File: src/rtl/dff_pkg.sv
package dff_pkg;
  localparam int LANES = 2;

  typedef struct packed {
    logic empty;
    logic empty_nxt;
    logic full;
    logic full_nxt;
  } lane_flags_t;
endpackage

File: src/rtl/dff_depth_sel.sv
module dff_depth_sel #(
  parameter int SLOTS       = 32,
  parameter int FSZ_W       = 6,
  parameter int SMALL_DEPTH = 4,
  parameter int BYTE_LIMIT  = 8,
  parameter int HALF_LIMIT  = 16,
  parameter int CNT_W       = $clog2(SLOTS + 1)
) (
  input  logic             big_en,
  input  logic [FSZ_W-1:0] frame_bits,
  output logic [CNT_W-1:0] depth
);
  localparam logic [FSZ_W-1:0] BYTE_LIM = FSZ_W'(BYTE_LIMIT);
  localparam logic [FSZ_W-1:0] HALF_LIM = FSZ_W'(HALF_LIMIT);
  localparam logic [CNT_W-1:0] D_SMALL  = CNT_W'(SMALL_DEPTH);
  localparam logic [CNT_W-1:0] D_FULL   = CNT_W'(SLOTS);
  localparam logic [CNT_W-1:0] D_HALF   = CNT_W'(SLOTS / 2);
  localparam logic [CNT_W-1:0] D_QUART  = CNT_W'(SLOTS / 4);

  always_comb begin
    if (!big_en)                   depth = D_SMALL;
    else if (frame_bits <= BYTE_LIM) depth = D_FULL;
    else if (frame_bits <= HALF_LIM) depth = D_HALF;
    else                           depth = D_QUART;
  end
endmodule

File: src/rtl/dff_lane.sv
module dff_lane #(
  parameter int DATA_W = 32,
  parameter int SLOTS  = 32,
  parameter int CNT_W  = $clog2(SLOTS + 1)
) (
  input  logic              clk,
  input  logic              rst_n,
  input  logic              flush,
  input  logic [CNT_W-1:0]  depth,
  input  logic              in_valid,
  output logic              in_ready,
  input  logic [DATA_W-1:0] in_data,
  output logic              out_valid,
  input  logic              out_ready,
  output logic [DATA_W-1:0] out_data,
  output logic [CNT_W-1:0]  count
);
  localparam int PTR_W = $clog2(SLOTS);
  localparam logic [PTR_W-1:0] LAST = PTR_W'(SLOTS - 1);

  logic [DATA_W-1:0] mem [SLOTS];
  logic [PTR_W-1:0]  wr_ptr, rd_ptr;
  logic              push, pop;

  assign in_ready  = count < depth;
  assign out_valid = count != '0;
  assign out_data  = out_valid ? mem[rd_ptr] : '0;
  assign push      = in_valid && in_ready && !flush;
  assign pop       = out_valid && out_ready && !flush;

  always_ff @(posedge clk) begin
    if (push) mem[wr_ptr] <= in_data;
  end

  always_ff @(posedge clk or negedge rst_n) begin
    if (!rst_n) begin
      wr_ptr <= '0;
      rd_ptr <= '0;
      count  <= '0;
    end else if (flush) begin
      wr_ptr <= '0;
      rd_ptr <= '0;
      count  <= '0;
    end else begin
      if (push) wr_ptr <= (wr_ptr == LAST) ? '0 : wr_ptr + 1'b1;
      if (pop)  rd_ptr <= (rd_ptr == LAST) ? '0 : rd_ptr + 1'b1;
      case ({push, pop})
        2'b10:   count <= count + 1'b1;
        2'b01:   count <= count - 1'b1;
        default: count <= count;
      endcase
    end
  end
endmodule

File: src/rtl/dff_flags.sv
module dff_flags
  import dff_pkg::*;
#(
  parameter int CNT_W = 6
) (
  input  logic [CNT_W-1:0] count,
  input  logic [CNT_W-1:0] depth,
  output lane_flags_t      flags
);
  always_comb begin
    flags.empty     = count == '0;
    flags.empty_nxt = count == CNT_W'(1);
    flags.full      = count >= depth;
    flags.full_nxt  = count == (depth - CNT_W'(1));
  end
endmodule

File: src/rtl/dual_frame_fifo.sv
module dual_frame_fifo
  import dff_pkg::*;
#(
  parameter int DATA_W      = 32,
  parameter int SLOTS       = 32,
  parameter int FSZ_W       = 6,
  parameter int SMALL_DEPTH = 4
) (
  input  logic              clk,
  input  logic              rst_n,
  input  logic              cfg_big_fifo,
  input  logic [FSZ_W-1:0]  cfg_frame_bits,
  input  logic              tx_flush,
  input  logic              tx_in_valid,
  output logic              tx_in_ready,
  input  logic [DATA_W-1:0] tx_in_data,
  output logic              tx_out_valid,
  input  logic              tx_out_ready,
  output logic [DATA_W-1:0] tx_out_data,
  output logic              tx_empty,
  output logic              tx_empty_nxt,
  output logic              tx_full,
  output logic              tx_full_nxt,
  input  logic              rx_flush,
  input  logic              rx_in_valid,
  output logic              rx_in_ready,
  input  logic [DATA_W-1:0] rx_in_data,
  output logic              rx_out_valid,
  input  logic              rx_out_ready,
  output logic [DATA_W-1:0] rx_out_data,
  output logic              rx_empty,
  output logic              rx_empty_nxt,
  output logic              rx_full,
  output logic              rx_full_nxt
);
  localparam int CNT_W = $clog2(SLOTS + 1);

  logic [CNT_W-1:0]  depth;
  logic              l_flush     [LANES];
  logic              l_in_valid  [LANES];
  logic              l_in_ready  [LANES];
  logic [DATA_W-1:0] l_in_data   [LANES];
  logic              l_out_valid [LANES];
  logic              l_out_ready [LANES];
  logic [DATA_W-1:0] l_out_data  [LANES];
  logic [CNT_W-1:0]  l_count     [LANES];
  lane_flags_t       l_flags     [LANES];

  dff_depth_sel #(
    .SLOTS(SLOTS), .FSZ_W(FSZ_W), .SMALL_DEPTH(SMALL_DEPTH),
    .BYTE_LIMIT(8), .HALF_LIMIT(16), .CNT_W(CNT_W)
  ) u_depth (
    .big_en(cfg_big_fifo), .frame_bits(cfg_frame_bits), .depth(depth)
  );

  // lane 0 carries transmit words, lane 1 receive words
  assign l_flush[0]     = tx_flush;
  assign l_in_valid[0]  = tx_in_valid;
  assign l_in_data[0]   = tx_in_data;
  assign l_out_ready[0] = tx_out_ready;
  assign l_flush[1]     = rx_flush;
  assign l_in_valid[1]  = rx_in_valid;
  assign l_in_data[1]   = rx_in_data;
  assign l_out_ready[1] = rx_out_ready;

  for (genvar g = 0; g < LANES; g++) begin : g_lane
    dff_lane #(.DATA_W(DATA_W), .SLOTS(SLOTS), .CNT_W(CNT_W)) u_lane (
      .clk(clk), .rst_n(rst_n), .flush(l_flush[g]), .depth(depth),
      .in_valid(l_in_valid[g]), .in_ready(l_in_ready[g]), .in_data(l_in_data[g]),
      .out_valid(l_out_valid[g]), .out_ready(l_out_ready[g]),
      .out_data(l_out_data[g]), .count(l_count[g])
    );
    dff_flags #(.CNT_W(CNT_W)) u_flags (
      .count(l_count[g]), .depth(depth), .flags(l_flags[g])
    );
  end

  assign tx_in_ready  = l_in_ready[0];
  assign tx_out_valid = l_out_valid[0];
  assign tx_out_data  = l_out_data[0];
  assign tx_empty     = l_flags[0].empty;
  assign tx_empty_nxt = l_flags[0].empty_nxt;
  assign tx_full      = l_flags[0].full;
  assign tx_full_nxt  = l_flags[0].full_nxt;
  assign rx_in_ready  = l_in_ready[1];
  assign rx_out_valid = l_out_valid[1];
  assign rx_out_data  = l_out_data[1];
  assign rx_empty     = l_flags[1].empty;
  assign rx_empty_nxt = l_flags[1].empty_nxt;
  assign rx_full      = l_flags[1].full;
  assign rx_full_nxt  = l_flags[1].full_nxt;
endmodule

File: config.mk
export PLATFORM = sky130hd
export DESIGN_NAME = dual_frame_fifo
export DESIGN_NICKNAME = d
export VERILOG_FILES = /design/src/rtl/dff_pkg.sv /design/src/rtl/dff_depth_sel.sv /design/src/rtl/dff_lane.sv /design/src/rtl/dff_flags.sv /design/src/rtl/dual_frame_fifo.sv
export SDC_FILE = /design/constraint.sdc
export NUM_CORES = 2
export LEC_CHECK = 0
export BUFFER_PORTS_ARGS = -buffer_cell sky130_fd_sc_hd__buf_4
export CORE_AREA = 2 2 524 396
export DETAILED_ROUTE_END_ITERATION = 8
export DIE_AREA = 0 0 526 398
export PLACE_DENSITY = 0.67
export SLEW_MARGIN = 20
export SYNTH_ARGS = -nofsm -noshare
export SYNTH_HDL_FRONTEND = slang
export SYNTH_SLANG_ARGS = --single-unit
File: constraint.sdc
create_clock -name clk -period 3.2 [get_ports clk]
set_input_delay 0.32 -clock clk [delete_from_list [all_inputs] [get_ports clk]]
set_output_delay 0.32 -clock clk [all_outputs]
set_load 0.02 [all_outputs]
==> out/metrics.yaml <==
cts_max_level: 4
critPathCaptureType: "primary output"
numCtsBuffers: 197
die_y_um: 398
drive_gt1_frac: 0.2979
synthDistinctLibCells: 55
synth-seq-area-share: 0.7667
via_per_inst: 5.730
core_area_sq_um: 204300
cp.arrival_ns: 3.20
final_hold_viol_count: 0
mostFrequentLayoutCell: "edfxtp_1"
die_area_sq_um: 209300
violations: "setup timing"
synth-async-reset-ratio: 0.01538
avgSynthCellArea_sq_um: 19.83
area_delta_synth_final_pct: 22.21
ys.flop_type: "edfxtp_1"
finalCriticalPeriod_ns: 3.518
max_cap_violations: 0
core.rowCount: 144
antenna_found_initial: 19
grt_usage: 0.2031
postRouteAntennaNets: 0
final_cell_mix: "edfxtp_1 (2,048), mux2i_1 (511), mux4_2 (256)"
slew_viol_final: 0
hold_slack_ns: 0.04625
outcome: "complete, but fails checks"
fin_crit_sh: 1.099
drt_pass1_iterations: 6
vias: 43140
worstHoldPathType: "primary input to async pin"
cellPowerDensity_nw_per_um2: 736.9
postSynthCellCount: 4097
drt-total-wl_um: 217800
wl_per_cell_um: 28.93
fp.dieW_um: 526
grt_pass1_wl_um: 307200
fmax_ghz: 0.2842
ys_ff_latch: 2080
setup_tns_ns: -12.51
rsz0062_at_grt: "true"
vdd_ir_drop_max_v: 0.0005191
seq_power_share: 0.417
switchingPower_mw: 21.46
clock_sinks: 2080
max_slew.worst_pin.slew_ns: 0.7688
syn_nets: 4204
final_nets: 4764
cp_max_fo: 8
finalSetupViolCount: 64
cts_root_buf: "clkbuf_16"
cts_tree: "built"
start_util: 0.3977
insertion_delay_ns: 0.85
max-clock-path-buffers: 3
grt_pass1_vias: 41900
port_buffers: 154
total_power_mw: 73.18
clk_pin_slew_ns: 0.06
hpwl_um: 131700
synth-edff-count: 2048
io_pins: 155
worst_slack_ns: -0.3182
fin_util: 0.4860
gp_congestion: 0.8661
grt_overflow: 0
pwr-share-clk: 0.310
critPathLaunchType: "flip-flop"
critPathKind: "flip-flop to primary output"
finClkSkew_ns: 0.08123
p_int_mw: 51.71
p_leak_nw: 30.89
drc: 0
p_sw_frac: 0.2933
slew_headroom: 0.4875
syn-cell-area_sq_um: 81260
synth-warning-count: 0
grt_max_degree: 66
combPwrFrac: 0.272
critical_path_required_ns: 2.88
drt-initial-drc-count: 5630
## final cells by class
| type | instances | area [sq um] |
|---|---|---|
| Timing Repair Buffer | 590 | 7848 |
| Sequential cell | 2080 | 62320 |
| Multi-Input combinational cell | 1773 | 19370 |
| Tap cell | 2701 | 3379 |
| Antenna cell | 8 | 20.02 |
| Clock inverter | 114 | 1149 |
| Inverter | 15 | 61.31 |
| Fill cell | 16250 | 105000 |
| Clock buffer | 248 | 5152 |
## worst paths after layout
| path | startpoint | endpoint | slack [ns] | cells after the start |
|---|---|---|---|---|
| setup / recovery | g_lane[1].u_lane.rd_ptr[1]$_DFFE_PN0P_ | rx_out_data[2] | -0.32 | 11 |
| hold / removal | rst_n | g_lane[0].u_lane.count[1]$_DFFE_PN0P_ | 0.05 | 2 |
| setup reg to reg | g_lane[1].u_lane.count[2]$_DFFE_PN0P_ | g_lane[1].u_lane.mem[21][3]$_DFFE_PP_ | 0.56 | 12 |
| hold reg to reg | g_lane[0].u_lane.wr_ptr[1]$_DFFE_PN0P_ | g_lane[0].u_lane.wr_ptr[1]$_DFFE_PN0P_ | 0.63 | 2 |
| max in group asynchronous | rst_n | g_lane[0].u_lane.count[0]$_DFFE_PN0P_ | 2.26 | 3 |
| min in group clk | rx_in_valid | g_lane[1].u_lane.count[1]$_DFFE_PN0P_ | 0.14 | 5 |
## routing by layer
| layer | routed length, um | vias up | GRT usage |
|---|---|---|---|
| met5 | 46 | - | 0 |
| met1 | 91150 | 22660 | 0.2927 |
| met2 | 99320 | 2159 | 0.3093 |
| met3 | 20640 | 331 | 0.04509 |
| li1 | - | 17980 | - |
| met4 | 6628 | 6 | 0.06030 |
## timing repair
action | in CTS | in global routing
gates resized for setup | 274 | 129
endpoints found under the hold margin | 1944 | 0
endpoints found under the setup margin | 64 | 64
hold buffers | 72 | 0
gates cloned | 30 | 10
buffers inserted | 55 | 16
pin swaps | 61 | 60
## metrics by stage
stage	instance area [sq um]	std cells	worst slack [ns]
6_report	99310	7529	-0.3182
5_1_grt	99290	7522	-0.3780
4_1_cts	98650	7503	-0.4062
3_5_place_dp	89110	6984	0.02619
3_3_place_gp	89110	6984	-0.05643
2_1_floorplan	81620	4097	-0.3832
## flip-flops by register name (all words and copies together), names as in the netlist
signal	flops
g_lane.u_lane.count	12
g_lane.u_lane.mem	2048
g_lane.u_lane.rd_ptr	10
g_lane.u_lane.wr_ptr	10
## power by group through the flow
stage	Combinational (mW)	Clock, mW	Sequential (mW)
after global placement	15.9	0	31.2
final	19.9	22.7	30.5
after floorplan	9.14	0	31.0
after global routing	20.6	24.1	30.6
after CTS	19.2	23.0	30.6
after detailed placement	16.0	0	31.2
## synth_stat cells (7+ instances only)
library cell  count  area [sq um]
edfxtp_1       2048         61500
mux2i_1         522          5225
a22oi_1         256          1922
mux4_2          256          5766
nand2_1         150         563.0
mux2_2          135          1520
clkbuf_1        121         454.2
nor2_1          100         375.4
buf_2            89         445.4
nand3_1          80         400.4
nand4_1          33         206.5
a221o_1          32         320.3
dfrtp_1          32         800.8
o22ai_1          32         200.2
ha_1             28         350.3
a21oi_1          21         105.1
o21ai_0          15         75.07
inv_1            14         52.55
nand3b_1         14         105.1
nor2b_1          14         87.58
buf_1             9         33.78
buf_6             9         101.4
nor3_1            8         40.04
and3_1            7         43.79
nand2b_1          7         43.79
xnor2_1           7         61.31
## worst max-delay path, cell delays in order (launching register included)
cell	delay, ns
dfrtp_4	0.48
buf_12	0.16
buf_12	0.13
buf_6	0.13
buf_16	0.15
buf_4	0.17
mux2i_1	0.26
a22oi_1	0.13
nand2_1	0.20
o22ai_1	0.12
a221o_1	0.30
buf_4	0.17
## logic make-up after synthesis
family	synth area share
mux	0.1542
fa+ha+maj	0.004312
xor+xnor	0.0009701
simple gates	0.02667
buf+inv	0.01380
flops	0.7667
compound gates	0.03331
No activity file was read; power rests on OpenSTA's default activity.
